## src/rtl/synth_i2c_pkg.sv

```systemverilog
package synth_i2c_pkg;

    localparam int unsigned BYTE_W = 8;
    localparam logic [4:0] ADDR_FIXED = 5'b11000;
    localparam logic [1:0] MA_GENERAL = 2'b01;
    localparam logic [2:0] ADC_MAX = 3'd4;
    localparam logic [BYTE_W-1:0] PORT_MASK = 8'hF7;

    typedef enum logic [2:0] {
        BUS_IDLE, BUS_ADDR, BUS_ADDR_ACK, BUS_WR, BUS_WR_ACK, BUS_RD, BUS_RD_ACK
    } bus_state_e;

    typedef enum logic [2:0] {
        SEQ_FIRST, SEQ_DB2, SEQ_CB, SEQ_PB, SEQ_DONE
    } seq_state_e;

    typedef struct packed {
        logic       pump_high;
        logic [2:0] test;
        logic [1:0] ref_ratio;
        logic       tune_off;
    } ctrl_t;

    localparam ctrl_t CTRL_RESET = '{pump_high: 1'b0, test: 3'b001, ref_ratio: 2'b00, tune_off: 1'b0};

    function automatic logic [1:0] ma_from_sel(input logic [1:0] sel);
        case (sel)
            2'b00:   return 2'b01;
            2'b01:   return 2'b10;
            2'b10:   return 2'b11;
            default: return MA_GENERAL;
        endcase
    endfunction

    function automatic logic [BYTE_W-1:0] make_status(input logic por, input logic fl,
                                                      input logic [2:0] adc);
        logic [2:0] lvl;
        lvl = (adc > ADC_MAX) ? ADC_MAX : adc;
        return {por, fl, 3'b110, lvl};
    endfunction

endpackage

```

## src/rtl/i2c_line_sync.sv

```systemverilog
module i2c_line_sync #(
    parameter int unsigned STAGES = 2
) (
    input  logic clk,
    input  logic rst,
    input  logic scl_i,
    input  logic sda_i,
    output logic sda_s,
    output logic scl_rise,
    output logic scl_fall,
    output logic bus_start,
    output logic bus_stop
);
    logic [STAGES-1:0] scl_sh, sda_sh;
    logic scl_d, sda_d, scl_s;

    always_ff @(posedge clk) begin
        if (rst) begin
            scl_sh <= '1;
            sda_sh <= '1;
            scl_d  <= 1'b1;
            sda_d  <= 1'b1;
        end else begin
            scl_sh <= {scl_sh[STAGES-2:0], scl_i};
            sda_sh <= {sda_sh[STAGES-2:0], sda_i};
            scl_d  <= scl_sh[STAGES-1];
            sda_d  <= sda_sh[STAGES-1];
        end
    end

    assign scl_s     = scl_sh[STAGES-1];
    assign sda_s     = sda_sh[STAGES-1];
    assign scl_rise  = scl_s & ~scl_d;
    assign scl_fall  = ~scl_s & scl_d;
    assign bus_start = scl_s & scl_d & sda_d & ~sda_s;
    assign bus_stop  = scl_s & scl_d & ~sda_d & sda_s;
endmodule

```

## src/rtl/i2c_byte_engine.sv

```systemverilog
module i2c_byte_engine
    import synth_i2c_pkg::*;
(
    input  logic              clk,
    input  logic              rst,
    input  logic              sda_s,
    input  logic              scl_rise,
    input  logic              scl_fall,
    input  logic              bus_start,
    input  logic              bus_stop,
    input  logic [1:0]        addr_sel,
    input  logic [BYTE_W-1:0] status,
    output logic              sda_oe,
    output logic              wr_valid,
    output logic [BYTE_W-1:0] wr_byte,
    output logic              rd_done
);
    bus_state_e        state;
    logic [3:0]        bitcnt;
    logic [BYTE_W-1:0] shreg, tx_q;
    logic              rw_q;
    logic              addr_hit;

    assign addr_hit = (shreg[7:1] == {ADDR_FIXED, ma_from_sel(addr_sel)}) ||
                      (shreg[7:1] == {ADDR_FIXED, MA_GENERAL});

    always_ff @(posedge clk) begin
        if (rst) begin
            state    <= BUS_IDLE;
            bitcnt   <= '0;
            shreg    <= '0;
            tx_q     <= '0;
            rw_q     <= 1'b0;
            sda_oe   <= 1'b0;
            wr_valid <= 1'b0;
            wr_byte  <= '0;
            rd_done  <= 1'b0;
        end else begin
            wr_valid <= 1'b0;
            rd_done  <= 1'b0;
            if (bus_start) begin
                state  <= BUS_ADDR;
                bitcnt <= '0;
                sda_oe <= 1'b0;
            end else if (bus_stop) begin
                state  <= BUS_IDLE;
                sda_oe <= 1'b0;
            end else begin
                case (state)
                    BUS_ADDR, BUS_WR: begin
                        if (scl_rise) begin
                            shreg  <= {shreg[6:0], sda_s};
                            bitcnt <= bitcnt + 4'd1;
                        end else if (scl_fall && bitcnt == 4'd8) begin
                            if (state == BUS_WR) begin
                                state    <= BUS_WR_ACK;
                                sda_oe   <= 1'b1;
                                wr_valid <= 1'b1;
                                wr_byte  <= shreg;
                            end else if (addr_hit) begin
                                state  <= BUS_ADDR_ACK;
                                sda_oe <= 1'b1;
                                rw_q   <= shreg[0];
                                tx_q   <= status;
                            end else begin
                                state <= BUS_IDLE;
                            end
                        end
                    end
                    BUS_ADDR_ACK: if (scl_fall) begin
                        bitcnt <= '0;
                        if (rw_q) begin
                            state  <= BUS_RD;
                            sda_oe <= ~tx_q[7];
                        end else begin
                            state  <= BUS_WR;
                            sda_oe <= 1'b0;
                        end
                    end
                    BUS_WR_ACK: if (scl_fall) begin
                        state  <= BUS_WR;
                        sda_oe <= 1'b0;
                        bitcnt <= '0;
                    end
                    BUS_RD: if (scl_fall) begin
                        bitcnt <= bitcnt + 4'd1;
                        if (bitcnt == 4'd7) begin
                            state   <= BUS_RD_ACK;
                            sda_oe  <= 1'b0;
                            rd_done <= 1'b1;
                        end else begin
                            tx_q   <= {tx_q[6:0], 1'b0};
                            sda_oe <= ~tx_q[6];
                        end
                    end
                    BUS_RD_ACK: if (scl_fall) state <= BUS_IDLE;
                    default: state <= BUS_IDLE;
                endcase
            end
        end
    end

    // the line is only pulled during an acknowledge slot or a read data bit
    assert_ack_window_R1: assert property (@(posedge clk) disable iff (rst)
        sda_oe |-> (state == BUS_ADDR_ACK || state == BUS_WR_ACK || state == BUS_RD));

    // a read transfer never hands a byte to the register bank
    assert_no_write_in_read_R9: assert property (@(posedge clk) disable iff (rst)
        wr_valid |-> !rw_q);

    // acknowledge of an address always follows an address byte phase
    assert_ack_after_addr_R6: assert property (@(posedge clk) disable iff (rst)
        (state == BUS_ADDR && scl_fall && bitcnt == 4'd8 && !bus_start && !bus_stop && !addr_hit)
        |=> state == BUS_IDLE && !sda_oe);
endmodule

```

## src/rtl/synth_reg_bank.sv

```systemverilog
module synth_reg_bank
    import synth_i2c_pkg::*;
#(
    parameter int unsigned DIV_W = 15
) (
    input  logic              clk,
    input  logic              rst,
    input  logic              restart,
    input  logic              wr_valid,
    input  logic [BYTE_W-1:0] wr_byte,
    input  logic              rd_done,
    output logic [DIV_W-1:0]  freq_q,
    output ctrl_t             ctrl_q,
    output logic [BYTE_W-1:0] ports_q,
    output logic              por_q
);
    localparam int unsigned HI_W = DIV_W - BYTE_W;

    seq_state_e      seq;
    logic [HI_W-1:0] hi_q;

    always_ff @(posedge clk) begin
        if (rst) begin
            seq     <= SEQ_FIRST;
            hi_q    <= '0;
            freq_q  <= '0;
            ctrl_q  <= CTRL_RESET;
            ports_q <= '0;
            por_q   <= 1'b1;
        end else begin
            if (rd_done) por_q <= 1'b0;
            if (restart) begin
                seq <= SEQ_FIRST;
            end else if (wr_valid) begin
                case (seq)
                    SEQ_FIRST: begin
                        if (wr_byte[7]) begin
                            ctrl_q <= ctrl_t'(wr_byte[6:0]);
                            seq    <= SEQ_PB;
                        end else begin
                            hi_q <= wr_byte[HI_W-1:0];
                            seq  <= SEQ_DB2;
                        end
                    end
                    SEQ_DB2: begin
                        freq_q <= {hi_q, wr_byte};
                        seq    <= SEQ_CB;
                    end
                    SEQ_CB: begin
                        ctrl_q <= ctrl_t'(wr_byte[6:0]);
                        seq    <= SEQ_PB;
                    end
                    SEQ_PB: begin
                        ports_q <= wr_byte & PORT_MASK;
                        seq     <= SEQ_DONE;
                    end
                    default: seq <= SEQ_DONE;
                endcase
            end
        end
    end

    // the divider word only moves on a completed write byte
    assert_freq_hold_R4: assert property (@(posedge clk) disable iff (rst)
        !wr_valid |=> $stable(freq_q));

    // once cleared, the power-on flag never returns without reset
    assert_por_sticky_R10: assert property (@(posedge clk) disable iff (rst)
        !por_q |=> !por_q);

    // after the port byte nothing more is committed
    assert_done_ignores_R8: assert property (@(posedge clk) disable iff (rst)
        (seq == SEQ_DONE && !restart) |=> $stable(ports_q) && $stable(ctrl_q) && $stable(freq_q));
endmodule

```

## src/rtl/synth_i2c_regif.sv

```systemverilog
module synth_i2c_regif
    import synth_i2c_pkg::*;
#(
    parameter int unsigned SYNC_STAGES = 2,
    parameter int unsigned DIV_W       = 15
) (
    input  logic             clk,
    input  logic             rst,
    input  logic             scl_i,
    input  logic             sda_i,
    output logic             sda_oe,
    input  logic [1:0]       addr_sel,
    input  logic             lock_i,
    input  logic [2:0]       adc_code,
    output logic [DIV_W-1:0] freq_word,
    output logic             pump_high,
    output logic [2:0]       test_mode,
    output logic [1:0]       ref_ratio,
    output logic             tune_off,
    output logic [7:0]       port_out
);
    logic              sda_s, scl_rise, scl_fall, bus_start, bus_stop;
    logic              wr_valid, rd_done, por;
    logic [BYTE_W-1:0] wr_byte, status;
    ctrl_t             ctrl;

    assign status = make_status(por, lock_i, adc_code);

    i2c_line_sync #(.STAGES(SYNC_STAGES)) u_sync (
        .clk(clk), .rst(rst), .scl_i(scl_i), .sda_i(sda_i), .sda_s(sda_s),
        .scl_rise(scl_rise), .scl_fall(scl_fall), .bus_start(bus_start), .bus_stop(bus_stop)
    );

    i2c_byte_engine u_engine (
        .clk(clk), .rst(rst), .sda_s(sda_s), .scl_rise(scl_rise), .scl_fall(scl_fall),
        .bus_start(bus_start), .bus_stop(bus_stop), .addr_sel(addr_sel), .status(status),
        .sda_oe(sda_oe), .wr_valid(wr_valid), .wr_byte(wr_byte), .rd_done(rd_done)
    );

    synth_reg_bank #(.DIV_W(DIV_W)) u_regs (
        .clk(clk), .rst(rst), .restart(bus_start), .wr_valid(wr_valid), .wr_byte(wr_byte),
        .rd_done(rd_done), .freq_q(freq_word), .ctrl_q(ctrl), .ports_q(port_out), .por_q(por)
    );

    assign pump_high = ctrl.pump_high;
    assign test_mode = ctrl.test;
    assign ref_ratio = ctrl.ref_ratio;
    assign tune_off  = ctrl.tune_off;

    // port bit 3 is never driven
    assert_p3_low_R5: assert property (@(posedge clk) disable iff (rst) port_out[3] == 1'b0);
endmodule

```

## config.mk

```make
export PLATFORM = sky130hd
export DESIGN_NAME = synth_i2c_regif
export DESIGN_NICKNAME = d
export VERILOG_FILES = /design/src/rtl/synth_i2c_pkg.sv /design/src/rtl/i2c_line_sync.sv /design/src/rtl/i2c_byte_engine.sv /design/src/rtl/synth_reg_bank.sv /design/src/rtl/synth_i2c_regif.sv
export SDC_FILE = /design/constraint.sdc
export NUM_CORES = 1
export LEC_CHECK = 0
export BUFFER_PORTS_ARGS = -buffer_cell sky130_fd_sc_hd__buf_2
export CAP_MARGIN = 20
export CORE_ASPECT_RATIO = 1.25
export CORE_MARGIN = 4
export CORE_UTILIZATION = 30
export CTS_CLUSTER_SIZE = 8
export DETAILED_ROUTE_END_ITERATION = 12
export HOLD_SLACK_MARGIN = 0.1
export PLACE_DENSITY = 0.53
export SYNTH_ARGS = -nofsm -noshare
export SYNTH_HDL_FRONTEND = slang
export SYNTH_SLANG_ARGS = --single-unit
```

## constraint.sdc

```tcl
create_clock -name clk -period 1.8 [get_ports clk]
set_input_delay 0.09 -clock clk [delete_from_list [all_inputs] [get_ports clk]]
set_output_delay 0.09 -clock clk [all_outputs]
set_load 0.01 [all_outputs]
```

### Yosys cells after proc, flatten, opt, wreduce, memory -nomap -nowiden

Cells that the tools add are included.

| word-level totals | value |
|---|---|
| register bits | 81 |
| bits of input ports | 10 |
| output and inout port bits | 31 |

| cells by class | value |
|---|---|
| add/subtract/negate cells | 1 |
| order comparisons | 1 |
| equality and inequality tests | 36 |
| mux-type cells | 42 |
| bitwise operators | 22 |
| reductions and logical operators | 25 |

Operators by type and width:

| operator | number |
|---|---|
| $mux W8 | 6 |
| $mux W3 | 10 |
| $reduce_and A7 Y1 | 4 |
| $ne A4 B3 Y1 const B | 6 |
| $ne A2 B1 Y1 const B | 8 |
| $pmux W8 S2 | 1 |
| $not A1 Y1 | 15 |
| $pmux W3 S5 | 1 |
| $pmux W7 S2 | 1 |
| $mux W1 | 13 |
| $eq A3 B2 Y1 const B | 4 |
| $mux W4 | 3 |
| $pmux W4 S3 | 1 |
| $reduce_and A4 Y1 | 3 |
| $ne A2 B2 Y1 const B | 5 |
| $eq A3 B3 Y1 const B | 3 |
| $pmux W3 S3 | 1 |
| $reduce_and A9 Y1 | 1 |
| $and A1 B1 Y1 | 7 |
| $eq A7 B7 Y1 | 1 |
| $eq A7 B7 Y1 const B | 1 |
| $mux W7 | 1 |
| $eq A3 B1 Y1 const B | 2 |
| $reduce_and A3 Y1 | 2 |
| other kinds (23) | 27 |

### Depth between registers and ports, before layout

| depth | value |
|---|---|
| depth in word-level cells | 11 |
| mapped depth | 8 |
| mapped depth without buffers | 7 |

### Cells and area by module

A second synthesis with hierarchy kept.

| second synthesis, totals | value |
|---|---|
| cell total of the unflattened synthesis | 374 |
| area, all modules | 3718.6 sq um |

By module, submodules not included:

| module | instances | cells each | area each (sq um) | sequential area each (sq um) |
|---|---|---|---|---|
| i2c_byte_engine | 1 | 201 | 1864.3 | 700.7 |
| synth_reg_bank | 1 | 152 | 1640.3 | 800.8 |
| i2c_line_sync | 1 | 16 | 190.2 | 120.1 |
| synth_i2c_regif | 1 | 5 | 23.8 | 0.0 |

### Least setup slack after synthesis

No wires, ideal clock.

| path | value |
|---|---|
| kind | flip-flop to flip-flop |
| from | reg u_sync.scl_sh[1] |
| to | reg u_engine.tx_q[5] |
| data arrival time | 1.840 ns |
| setup slack | -0.101 ns |
| cell stages (with the launch flop) | 9 |
| cells stage by stage | dfxtp_1 buf_6 nand2b_4 buf_6 or2_1 buf_6 or4_4 nand2_4 o221a_1 |

| on the way | value |
|---|---|
| longest elaborated chain between the ends | 5 |
| elaborated cells on any way between the ends | 15 |
| those cells by class | eq/ne: 3; bitwise: 10; reduce/logical: 2 |

RTL lines:

| item | line | source |
|---|---|---|
| start, declared | i2c_line_sync.sv:14 | `logic [STAGES-1:0] scl_sh, sda_sh;` |
| start signal, assigned | i2c_line_sync.sv:24 | `scl_sh <= {scl_sh[STAGES-2:0], scl_i};` |
| $not A1 Y1 or $and A1 B1 Y1 (tied branches) | i2c_line_sync.sv:34, i2c_line_sync.sv:35, i2c_line_sync.sv:36 |  |
| $and A1 B1 Y1, on equally long branches | i2c_line_sync.sv:34, i2c_line_sync.sv:35, i2c_line_sync.sv:36 |  |
| $logic_and A1 B1 Y1, or another cell as far along | i2c_byte_engine.sv:54 | `end else if (scl_fall && bitcnt == 4'd8) begin` |
| $ne A2 B1 Y1 (no source line) or $not A1 Y1 (tied branches) | - |  |
| $reduce_and A9 Y1 (no source line) (*) | - |  |
| end signal, assigned | i2c_byte_engine.sv:64 | `tx_q <= status;` |
| end signal, assigned | i2c_byte_engine.sv:92 | `tx_q <= {tx_q[6:0], 1'b0};` |
| end, declared | i2c_byte_engine.sv:20 | `logic [BYTE_W-1:0] shreg, tx_q;` |

Mark *: on every way between the ends. The rest lies on a longest branch, timed or not.
A chain may end at the register's enable or synchronous reset.

### Worst setup path in the final report

| path | value |
|---|---|
| from | reg u_engine.bitcnt[1] |
| to | reg u_engine.tx_q[5] |

| on the way | value |
|---|---|
| longest elaborated chain between the ends | 4 |
| elaborated cells on any way between the ends | 6 |
| those cells by class | eq/ne: 4; reduce/logical: 2 |

RTL lines:

| item | line | source |
|---|---|---|
| start, declared | i2c_byte_engine.sv:19 | `logic [3:0] bitcnt;` |
| start signal, assigned | i2c_byte_engine.sv:53 | `bitcnt <= bitcnt + 4'd1;` |
| start signal, assigned | i2c_byte_engine.sv:86 | `bitcnt <= bitcnt + 4'd1;` |
| $eq A4 B4 Y1 | i2c_byte_engine.sv:54 |  |
| $logic_and A1 B1 Y1 | i2c_byte_engine.sv:54 |  |
| $ne A2 B1 Y1 (no source line) | - |  |
| $reduce_and A9 Y1 (no source line) (*) | - |  |

Marked as above.

==> impl_metrics.tcl <==
set metrics [dict create \
    period_minus_slack_ns 1.744 \
    powerDensity_mw_per_mm2 874.8 \
    critPathKind "register to register" \
    seqPwrFrac_pct 47.1 \
    arrival_ns 2.03 \
    drt_iter0_drc 119 \
    clk_pin_slew_ns 0.06 \
    finalMaxSlewViolations 0 \
    antenna_found_initial 0 \
    min_from "u_sync.sda_sh[0]$_SDFF_PP1_" \
    drc_errors 0 \
    grt_max_degree 59 \
    ys_ff_latch 81 \
    hpwl_mm 5.354 \
    syn_to_final_growth_pct 29.66 \
    worst_setup_path_end_kind "register" \
    relSlewSlack_pct 64.17 \
    post_drt_wl_per_cell_um 13.51 \
    synth.distinct_cells 52 \
    gp_congestion 0.7972 \
    fmax_ghz 0.5734 \
    synth_flop_cell "dfxtp_1" \
    root_buffer "clkbuf_16" \
    viasPerCell 4.811 \
    skew_ns 0.007136 \
    worst_pin_slew_ns 0.5351 \
    setup_viol 0 \
    yosysSeqAreaShare_pct 47.98 \
    routed-wl-met2_mm 3.918 \
    syn_avg_cell_area_um2 9.361 \
    totalWireLength_mm 7.728 \
    syn_area_mm2 0.003379 \
    outcome "finished, final reports clean" \
    final_area_mm2 0.004382 \
    start_kind "register" \
    hold_viol 0 \
    fp-row-count 43 \
    hp-class "register to register" \
    die_w_um 102.9 \
    worstReg2RegStart "u_engine.bitcnt[1]$_SDFFE_PP0P_" \
    final_layout_size_suffix_gt1_share_pct 27.00 \
    grt_pass1_vias 2620 \
    ys.warnings.count 0 \
    async_flop_share_pct 0 \
    switchingPower_mw 0.8512 \
    grt_pass1_wl_mm 12.60 \
    crit_required_ns 2.08 \
    r2r_cells 7 \
    p_int_mw 2.982 \
    initial_core_util_pct 30.49 \
    dpl_cell_area_mm2 0.003914 \
    vias 2752 \
    combPwrFrac_pct 3.2 \
    worst_hold_slack_ns 0.4099 \
    cts_tree "built" \
    die_h_um 126.7 \
    synth_edf_count 0 \
    final_cells 572 \
    nets 445 \
    maxCapViolCount 0 \
    ir_drop_v 0.0003986 \
    port_buffers 39 \
    wl_met1_mm 3.341 \
    reg2reg_to "u_engine.tx_q[5]$_SDFFE_PP0P_" \
    htreeDepth 3 \
    crit_start "u_engine.bitcnt[1]$_SDFFE_PP0P_" \
    ff2ff_setup_slack_ns 0.06 \
    synth_nets 374 \
    period_share_pct 96.89 \
    cts_made_buffers 9 \
    dr.pass1.iters 4 \
    clk_path_buf_depth 2 \
    fp.dieArea_mm2 0.01304 \
    met3_length_um 319 \
    place_inst 547 \
    overflow 0 \
    cts.sinks 81 \
    diodes 0 \
    fillers 1098 \
    crit_end "u_engine.tx_q[5]$_SDFFE_PP0P_" \
    core_area_mm2 0.01108 \
    clkLatencyLatePin_ns 0.34 \
    top_layer_used "met4" \
    path_max_fanout 6 \
    grtUsageTotal_pct 12.13 \
    rsz0062_at_grt "true" \
    power_mw 3.833 \
    p_leak_nw 1.782 \
    p_clk_share_pct 49.7 \
    switching_share_pct 22.21 \
    io_pins 41 \
    syn-instance-count 361 \
    antenna_left 0 \
    final_core_util_pct 39.53 \
]
critical path, cell delays in order (launching register included):
cell,delay (ns)
dfxtp_1,0.32
inv_2,0.07
ha_4,0.11
nand3b_1,0.09
or2_4,0.27
or4_4,0.52
nand2_4,0.12
o221a_1,0.18
stage by stage:
| stage | setup TNS (ns) | worst slack [ns] |
|---|---|---|
| finish | 0 | 0.05590 |
| global route | -0.05874 | -0.02759 |
| detailed placement | -0.2217 | -0.04681 |
| floorplan | -0.2839 | -0.04740 |
| global placement | -0.0005000 | -0.0003104 |
| CTS | 0 | 0.01574 |
power by group through the flow:
stage	Clock, mW	Sequential, mW	Combinational, mW
finish	1.90	1.80	0.124
global route	2.02	1.80	0.137
CTS	1.95	1.80	0.121
detailed placement	0	1.85	0.110
global placement	0	1.85	0.109
floorplan	0	1.84	0.0734
metal layers:
layer,global-route usage [%],vias up
li1,-,1397
met1,14.72,1299
met2,19.83,45
met3,3.685,11
met4,4.802,0
met5,0,-
layout make-up:
type	count	area [um2]	share of cell area [%]
Timing Repair Buffer	79	550.5	12.56
Tap cell	135	168.9	3.855
Inverter	8	30.03	0.6853
Multi-Input combinational cell	253	1693	38.64
Clock buffer	10	239.0	5.454
Sequential cell	81	1628	37.15
Clock inverter	6	72.57	1.656
cells in the mapped netlist (4+ instances only):
cell	instances	share of area, %
o21ai_0	8	1.2
nand3b_1	7	1.6
mux2i_1	47	14
dfxtp_1	81	48
or3_1	4	0.74
nor3_1	5	0.74
a311oi_1	4	1.0
nand2b_1	4	0.74
nand2_1	31	3.4
clkbuf_1	13	1.4
nor2b_1	4	0.74
or2_2	6	1.1
a21oi_1	17	2.5
inv_1	7	0.78
nand3_1	7	1.0
nor2_1	64	7.1
what timing repair did:
| item | in CTS | in global routing |
|---|---|---|
| endpoints found under the setup margin | 11 | 46 |
| pin swaps | 4 | 10 |
| setup buffers | 0 | 2 |
| hold endpoints to repair | 7 | 0 |
| cloned | 0 | 0 |
| hold buffers | 7 | 0 |
| gates resized for setup | 2 | 17 |
worst min-delay path by stage:
stage	end	cells past startpoint
3_3_place_gp	u_sync.scl_sh[0]$_SDFF_PP1_	2
5_1_grt	u_sync.scl_sh[1]$_SDFF_PP1_	1
3_5_place_dp	u_sync.scl_sh[0]$_SDFF_PP1_	2
4_1_cts	u_sync.sda_sh[1]$_SDFF_PP1_	1
6_report	u_sync.sda_sh[1]$_SDFF_PP1_	1
2_1_floorplan	u_sync.scl_sh[0]$_SDFF_PP1_	1
cell usage in the layout, fill, tap and decap left out, types with 6 or more instances in the layout:
cell and n:
a21oi_1 15, buf_2 39, buf_4 30, clkbuf_16 9
dfxtp_1 78, dlygate4sd3_1 7, mux2i_1 45, nand2_1 31
nand3_1 7, nand3b_1 7, nor2_1 64, o21ai_0 8
or2_2 6
state kept, by name, summed over array words and instances, names as in the netlist, 3 cells and up:
register,flops
u_regs.freq_q,15
u_engine.shreg,8
u_engine.bitcnt,4
u_regs.ctrl_q,7
u_engine.wr_byte,8
u_engine.tx_q,8
u_regs.ports_q,7
u_regs.hi_q,7
u_regs.seq,3
u_engine.state,3
kinds of logic (layout without fill, tap and decap cells):
group | count (synthesis) | count (layout) | synth area share, %
AO/OA/AOI/OAI | 46 | 46 | 8.960
XOR/XNOR | 5 | 5 | 1.296
adder cells (fa/ha/maj) | 3 | 3 | 1.111
buffers and inverters | 27 | 103 | 3.851
flip-flops | 81 | 81 | 47.98
multiplexers | 47 | 47 | 13.92
other | 1 | 1 | 0.1110
AND/OR/NAND/NOR | 151 | 151 | 22.77
Power figures use the tool's default switching activity.
